--- config.mk ---
export PLATFORM = sky130hd
export DESIGN_NAME = wstream_mode_det
export DESIGN_NICKNAME = d
export VERILOG_FILES = /design/src/rtl/wsd_pkg.sv /design/src/rtl/wsd_contig.sv /design/src/rtl/wsd_count.sv /design/src/rtl/wsd_mode.sv /design/src/rtl/wstream_mode_det.sv
export SDC_FILE = /design/constraint.sdc
export NUM_CORES = 1
export LEC_CHECK = 0
export BUFFER_PORTS_ARGS = -buffer_cell sky130_fd_sc_hd__buf_2
export CORE_MARGIN = 3
export CORE_UTILIZATION = 40
export DETAILED_ROUTE_END_ITERATION = 6
export PLACE_DENSITY = 0.58
export SYNTH_ARGS = -nofsm -noshare
export SYNTH_HDL_FRONTEND = slang
export SYNTH_SLANG_ARGS = --single-unit
--- constraint.sdc ---
create_clock -name clk -period 3.4 [get_ports clk]
set_input_delay 0.34 -clock clk [delete_from_list [all_inputs] [get_ports clk]]
set_output_delay 0.34 -clock clk [all_outputs]
set_load 0.02 [all_outputs]
--- src/rtl/wsd_pkg.sv ---
package wsd_pkg;
  typedef enum logic [1:0] {
    WM_ALLOC   = 2'd0,
    WM_COAL    = 2'd1,
    WM_NOALLOC = 2'd2
  } wmode_t;
endpackage

--- src/rtl/wsd_contig.sv ---
module wsd_contig #(
  parameter int ADDR_W = 32,
  parameter int SIZE_W = 8
) (
  input  logic              clk,
  input  logic              rst_n,
  input  logic              take,
  input  logic              clr,
  input  logic [ADDR_W-1:0] addr,
  input  logic [SIZE_W-1:0] size,
  output logic              hit
);
  logic [ADDR_W-1:0] next_q;

  assign hit = (addr == next_q);

  always_ff @(posedge clk or negedge rst_n) begin
    if (!rst_n) begin
      next_q <= '0;
    end else if (clr) begin
      next_q <= '0;
    end else if (take) begin
      next_q <= addr + ADDR_W'(size);
    end
  end
endmodule

--- src/rtl/wsd_count.sv ---
module wsd_count #(
  parameter int CNT_W  = 32,
  parameter int SIZE_W = 8
) (
  input  logic              clk,
  input  logic              rst_n,
  input  logic              take,
  input  logic              hit,
  input  logic              hold,
  input  logic              clr,
  input  logic [SIZE_W-1:0] size,
  output logic [CNT_W-1:0]  cnt_nxt
);
  logic [CNT_W-1:0] cnt_q;
  logic [CNT_W:0]   sum;

  always_comb begin
    sum = {1'b0, cnt_q} + (CNT_W+1)'(size);
    if (sum[CNT_W]) cnt_nxt = '1;
    else            cnt_nxt = sum[CNT_W-1:0];
  end

  always_ff @(posedge clk or negedge rst_n) begin
    if (!rst_n) begin
      cnt_q <= '0;
    end else if (clr) begin
      cnt_q <= '0;
    end else if (take) begin
      if (!hit)       cnt_q <= CNT_W'(size);
      else if (!hold) cnt_q <= cnt_nxt;
    end
  end
endmodule

--- src/rtl/wsd_mode.sv ---
module wsd_mode
  import wsd_pkg::*;
#(
  parameter int CNT_W     = 32,
  parameter int COAL_LIM  = 128,
  parameter int NOALC_LIM = 768
) (
  input  logic             clk,
  input  logic             rst_n,
  input  logic             take,
  input  logic             hit,
  input  logic             clr,
  input  logic [CNT_W-1:0] cnt_nxt,
  output wmode_t           mode_q
);
  localparam logic [CNT_W-1:0] C_LIM = CNT_W'(COAL_LIM);
  localparam logic [CNT_W-1:0] N_LIM = CNT_W'(NOALC_LIM);

  wmode_t mode_d;

  always_comb begin
    mode_d = mode_q;
    if (clr) begin
      mode_d = WM_ALLOC;
    end else if (take) begin
      if (!hit) begin
        mode_d = WM_ALLOC;
      end else begin
        case (mode_q)
          WM_ALLOC: if (cnt_nxt > C_LIM) mode_d = WM_COAL;
          WM_COAL:  if (cnt_nxt > N_LIM) mode_d = WM_NOALLOC;
          default:  mode_d = mode_q;
        endcase
      end
    end
  end

  always_ff @(posedge clk or negedge rst_n) begin
    if (!rst_n) mode_q <= WM_ALLOC;
    else        mode_q <= mode_d;
  end
endmodule

--- src/rtl/wstream_mode_det.sv ---
module wstream_mode_det
  import wsd_pkg::*;
#(
  parameter int ADDR_W        = 32,
  parameter int SIZE_W        = 8,
  parameter int CNT_W         = 32,
  parameter int LINE_BYTES    = 64,
  parameter int COAL_LINES    = 2,
  parameter int NOALLOC_LINES = 12
) (
  input  logic              clk,
  input  logic              rst_n,
  input  logic              req_valid,
  output logic              req_ready,
  input  logic              req_is_write,
  input  logic              req_cacheable,
  input  logic [ADDR_W-1:0] req_addr,
  input  logic [SIZE_W-1:0] req_size,
  input  logic [ADDR_W-1:0] req_blk_addr,
  input  logic              mode_clear,
  output logic              coalesce_o,
  output logic              allocate_o,
  output logic              dly_clr_valid,
  output logic [ADDR_W-1:0] dly_clr_addr
);
  localparam int COAL_LIM  = COAL_LINES * LINE_BYTES;
  localparam int NOALC_LIM = NOALLOC_LINES * LINE_BYTES;

  logic             take;
  logic             hit;
  logic [CNT_W-1:0] cnt_nxt;
  wmode_t           mode_q;

  assign req_ready = 1'b1;
  assign take      = req_valid && req_is_write && req_cacheable;

  wsd_contig #(.ADDR_W(ADDR_W), .SIZE_W(SIZE_W)) u_contig (
    .clk(clk), .rst_n(rst_n), .take(take), .clr(mode_clear),
    .addr(req_addr), .size(req_size), .hit(hit)
  );

  wsd_count #(.CNT_W(CNT_W), .SIZE_W(SIZE_W)) u_count (
    .clk(clk), .rst_n(rst_n), .take(take), .hit(hit),
    .hold(mode_q == WM_NOALLOC), .clr(mode_clear),
    .size(req_size), .cnt_nxt(cnt_nxt)
  );

  wsd_mode #(.CNT_W(CNT_W), .COAL_LIM(COAL_LIM), .NOALC_LIM(NOALC_LIM)) u_mode (
    .clk(clk), .rst_n(rst_n), .take(take), .hit(hit), .clr(mode_clear),
    .cnt_nxt(cnt_nxt), .mode_q(mode_q)
  );

  assign coalesce_o = (mode_q != WM_ALLOC);
  assign allocate_o = (mode_q != WM_NOALLOC);

  always_ff @(posedge clk or negedge rst_n) begin
    if (!rst_n) begin
      dly_clr_valid <= 1'b0;
      dly_clr_addr  <= '0;
    end else begin
      dly_clr_valid <= take && !hit && !mode_clear;
      if (take && !hit && !mode_clear) dly_clr_addr <= req_blk_addr;
    end
  end
endmodule

After elaboration in Yosys (flattened, before gate mapping)
Index checks and enable logic that the tools add are counted.
{ "op_classes": {"add_sub_neg": 2, "n_lt_le_gt_ge": 2, "eq_ne": 8, "mux": 13, "reduce_logical": 11} }
{ "ops": {"columns": ["cell", "n"], "rows": [
  ["$mux 32", 7],
  ["$add 32x8->33", 1],
  ["$add 32x8->32", 1],
  ["$eq 32x32->1", 1],
  ["$gt 32x10->1 const B", 1],
  ["$gt 32x8->1 const B", 1],
  ["$mux 2", 5],
  ["$ne 4x3->1 const B", 2],
  ["$logic_and 1x1->1", 4],
  ["$ne 4x2->1 const B", 1],
  ["$pmux 2 s2", 1],
  ["$reduce_and 4->1", 1],
  ["$reduce_bool 2->1", 2],
  ["$ne 3x3->1 const B", 1],
  ["$eq 2x1->1 const B", 1],
  ["$eq 2x2->1 const B", 1],
  ["$logic_not 1->1", 2],
  ["$logic_not 2->1", 1],
  ["$ne 2x2->1 const B", 1],
  ["$reduce_and 2->1", 1]
]} }
{ "totals": {"ff_bits": 99, "inputBits": 78, "out_inout_bits": 36, "word_cells": 41} }

Logic depth before layout (Yosys ltp)
{ "logic_depth": {"ltp_word": 8, "mapped_depth": 12, "ltp_nobuf": 11} }

Hierarchy
Synthesis repeated with hierarchy kept, for this count alone.
{ "unflattened": {"hier_cells": 711, "area_unflattened_um2": 6866.6} }
{ "modules_own_cells": {"columns": ["mod", "n_inst", "cells_per_inst", "area_each_um2", "seq_area_each_um2"], "rows": [
  ["wsd_count", 1, 325, 2703.8, 800.8],
  ["wsd_contig", 1, 280, 2518.7, 800.8],
  ["wstream_mode_det", 1, 77, 1428.9, 825.8],
  ["wsd_mode", 1, 29, 215.2, 50.0]
]} }

Worst setup path before layout
OpenSTA, ideal clock, no wires.
{ "synth_timing": {"path_type": "register -> register", "start": "register u_count.cnt_q[0]", "end": "register u_mode.mode_q[1]", "setup_ns": 0.128, "t_arrival_ns": 2.748, "t_required_ns": 3.272, "setup_slack_ns": 0.524, "path_stages_with_launch": 13, "path_buffers": 1, "synth_period_minus_slack_ns": 2.876, "cell_sequence": "dfrtp_1 ha_1 fa_1 a211oi_2 o31ai_4 o211a_1 buf_4 a211oi_1 a21oi_1 nor4_1 nand4_1 nor3_1 o21ai_1"} }
{ "synth_via": {"elab_chain_cells": 5, "elab_cells_between_ends": 7, "classes_between": "add/sub (1); order compare (2); eq/ne (2); mux (1); reduce/logical (1)"} }
{ "synth_lines": {"columns": ["element", "line_no", "rtl"], "rows": [
  ["start: declaration", "wsd_count.sv:14", "logic [CNT_W-1:0] cnt_q;"],
  ["start signal: assignment", "wsd_count.sv:29", "if (!hit) cnt_q <= CNT_W'(size);"],
  ["start signal: assignment", "wsd_count.sv:30", "else if (!hold) cnt_q <= cnt_nxt;"],
  ["$add 32x8->33 *", "wsd_count.sv:18", "sum = {1'b0, cnt_q} + (CNT_W+1)'(size);"],
  ["$mux 32 *", "wsd_count.sv:19", "if (sum[CNT_W]) cnt_nxt = '1;"],
  ["$gt 32x10->1 / $gt 32x8->1 (equally long branches)", "wsd_mode.sv:31, wsd_mode.sv:30", null],
  ["$ne 4x3->1 (no line)", null, null],
  ["$reduce_and 4->1 (no line) *", null, null],
  ["end signal: assignment", "wsd_mode.sv:40", "else mode_q <= mode_d;"],
  ["end: declaration", "wsd_mode.sv:14", "output wmode_t mode_q"]
]} }
Mark *: on every way between the ends. The rest lies on a longest branch, timed or not.
A chain may end at the register's enable or synchronous reset.

Final worst setup path
{ "layout_timing": {"start": "register u_count.cnt_q[0]", "end": "register u_mode.mode_q[0]"} }
Same word-level chain as after synthesis.

==> run_results.csv <==
group,metric,value,unit
status,status,"finished, final reports clean",
placement,place.gp.congestion,0.9304,
floorplan,fp.dieW,131.5,µm
logic_synthesis,synth-simple-area-share,20.00,%
timing,period_share,94.36,%
critical_path,arrival,3490,ps
clocking,post_cts_buffers,0,
logic_synthesis,synthFlopType,"dfrtp_1",
timing,holdWs,26.36,ps
logic_synthesis,yosysWarningCount,0,
floorplan,die-height,131.5,µm
drt,via_per_inst,5.490,
pwr,p_sw_share,31.43,%
pwr,p_sw,0.9385,mW
critical_path,cp-end-kind,"flop",
drt,drc,0,
critical_path,r2r_setup_slack,190,ps
floorplan,start_util,41.13,%
timing,setup_ws,191.6,ps
timing,slew_violations,0,
finish,fill_cells,1497,
clocking,insertion_delay,360,ps
critical_path,critPathKind,"flop to flop",
clocking,cts_hold_buf,0,
logic_synthesis,synth_fa_ha_area_share,3.814,%
logic_synthesis,syn_area,6299,µm²
logic_synthesis,ys_seq_area_share,39.33,%
finish,nets,892,
finish,ff_latch_area,2477,µm²
clocking,cts_max_level,3,
logic_synthesis,yosys.area.top_type,"dfrtp_1",
critical_path,path_max_fanout,10,
timing,rsz0062_at_grt,"false",
floorplan,die_area,17290,µm²
finish,drive_gt1_share,26.09,%
grt,grtUsageTotal,20.18,%
timing,worst_pin_slew,961.6,ps
finish,syn_to_final_growth,18.00,%
pwr,ir_drop,220.2,µV
grt,antenna_found_initial,0,
pwr,p_comb_share,20.0,%
finish,layout_commonest_cell,"buf_2",
grt,grt_start_max_net_pins,52,
clocking,clk_pin_slew,80,ps
drt,wl,17.32,mm
placement,placed_cell_area,7104,µm²
finish,insertedDiodeCount,0,
hold_path,hp-class,"input pin to asynchronous set/reset pin",
timing,fmax,311.7,MHz
pwr,p_int,2.048,mW
drt,wl_per_cell,17.12,µm
timing,hold_viol_final,0,
logic_synthesis,yosys.area.top_type_share,39.33,%
floorplan,io_pins,114,
logic_synthesis,avgSynthCellArea,9.128,µm²
logic_synthesis,ys_ff_latch,99,
logic_synthesis,synth-edff-count,0,
logic_synthesis,ys_types,71,
grt,grt_remaining_overflow,0,
finish,multi_input_area,3646,µm²
grt,first_global_vias,5481,
timing,setup_tns,0,ps
pwr,leakagePower,3.356,nW
logic_synthesis,async_flop_share,100.0,%
placement,place_hpwl,12.76,mm
logic_synthesis,synth_area_leaders,"dfrtp_1 39%, xor2_1 6.1%, mux2_2 6.1%",
drt,drt_pre_antenna_iters,5,
logic_synthesis,synth_nets,786,
logic_synthesis,synth_cells,690,
clocking,cts_tree,"built",
timing,setup_viol,0,
clocking,cts_buffer_depth,2,
finish,final_cell_mix,"111 x buf_2, 99 x dfrtp_1, 84 x nand2_1, 68 x o21ai_0, 51 x nor2_1",
clocking,cts_made_buffers,9,
grt,grt_pass1_wl,28.50,mm
critical_path,start_kind,"flop",
floorplan,fp.coreArea,15310,µm²
pwr,power_frac_seq,44.5,%
logic_synthesis,synth_compound_gate_area_share,17.18,%
timing,min_period,3208,ps
placement,dpl_worst_slack,103.7,ps
clocking,clockRootBuffer,"clkbuf_16",
placement,dp_cells,996,
timing,slew_headroom,35.65,%
logic_synthesis,synth-xor-area-share,10.01,%
finish,design_area,7432,µm²
logic_synthesis,synth_top_family_by_area,"simple AND/OR/NAND/NOR gates",
timing,finalClockSkew,12.75,ps
logic_synthesis,muxShareOfSynthArea,6.238,%
drt,vias,5556,
floorplan,rows,45,
clocking,cts.sinks,99,
pwr,power.share.clock,35.5,%
pwr,p_per_area,401.8,nW/µm²
finish,fin_cells,1012,
critical_path,crit_required,3680,ps
drt,ant_nets,0,
placement,io_buffer_count,112,
job,cap_violations,0,
drt,drt_iter0_markers,373,
==> synth_stat cells, drive strengths merged, types with 9 or more instances <==
library cell  instances
a21oi                30
a22o                 13
and3                 13
buf                   9
clkbuf               23
dfrtp                99
ha                   16
inv                  16
mux2                 34
nand2                86
nand3                23
nand4                11
nor2                 53
nor3                 12
nor4                 17
o21ai                71
o31ai                10
xnor2                28
xor2                 44
==> power by group through the flow <==
stage | Sequential (mW) | Combinational [mW] | Clock (mW)
floorplan | 1.46 | 0.248 | 0
global placement | 1.35 | 0.594 | 0
detailed placement | 1.35 | 0.604 | 0
CTS | 1.33 | 0.605 | 1.10
global route | 1.34 | 0.654 | 1.14
finish | 1.33 | 0.598 | 1.06
==> repair_timing <==
item / CTS / global route
hold endpoints to repair: 0 / 0
endpoints found under the setup margin: 0 / 2
resized for setup: 0 / 3
==> routing by layer <==
| metal | vias to the layer above | routed length [µm] | track usage [%] | part of all wire, % |
|---|---|---|---|---|
| met2 | 191 | 8325 | 32.78 | 48 |
| li1 | 2677 | - | - | - |
| met5 | - | 0 | 0 | 0 |
| met3 | 22 | 888 | 2.871 | 5.1 |
| met1 | 2666 | 7802 | 27.74 | 45 |
| met4 | 0 | 307 | 6.826 | 1.8 |
==> state kept, by name, summed over array words and instances (netlist names) <==
name,flops
dly_clr_addr,32
u_contig.next_q,32
u_count.cnt_q,32
u_mode.mode_q,2
dly_clr_valid,1
==> cell families after synthesis <==
group                    after synthesis
multiplexers                          35
adder cells (fa/ha/maj)               18
buffers and inverters                 48
other                                  1
AND/OR/NAND/NOR                      250
flip-flops                            99
AO/OA/AOI/OAI                        167
XOR/XNOR                              72
==> critical path, stage by stage, from the launching register on <==
cell and delay (ps):
dfrtp_1 390, ha_1 220, fa_1 450, a211oi_4 280, o31ai_4 150, o211a_1 280, buf_4 190, a211oi_1 230
a21oi_1 70, nor4_1 280, nand4_1 200, o31ai_2 240, o2bb2ai_1 140
==> final timing paths <==
path                                     end  depth (start not counted)              from
setup / recovery            u_mode.mode_q[0]                         12  u_count.cnt_q[0]
hold / removal             u_count.cnt_q[16]                          1             rst_n
setup reg to reg            u_mode.mode_q[0]                         12  u_count.cnt_q[0]
hold reg to reg             u_count.cnt_q[7]                          2  u_count.cnt_q[7]
max in group asynchronous  u_count.cnt_q[26]                          2             rst_n
min in group clk            dly_clr_addr[15]                          2  req_blk_addr[15]
==> layout make-up <==
type / instances / share of cell area (%)
inverters: 16 / 0.8081
flip-flops and latches: 99 / 33.33
repair buffers: 127 / 9.091
well taps: 211 / 3.552
clock buffers: 9 / 3.030
multi-input cells: 543 / 49.06
clock inverters: 7 / 1.128
==> stage by stage <==
stage          utilization (%)  power [mW]
2_1_floorplan                -       1.704
3_3_place_gp             46.39       1.941
3_5_place_dp             46.39       1.956
4_1_cts                  48.41       3.039
5_1_grt                  48.53       3.134
6_report                 48.53       2.986
(Power assumes the default switching activity.)
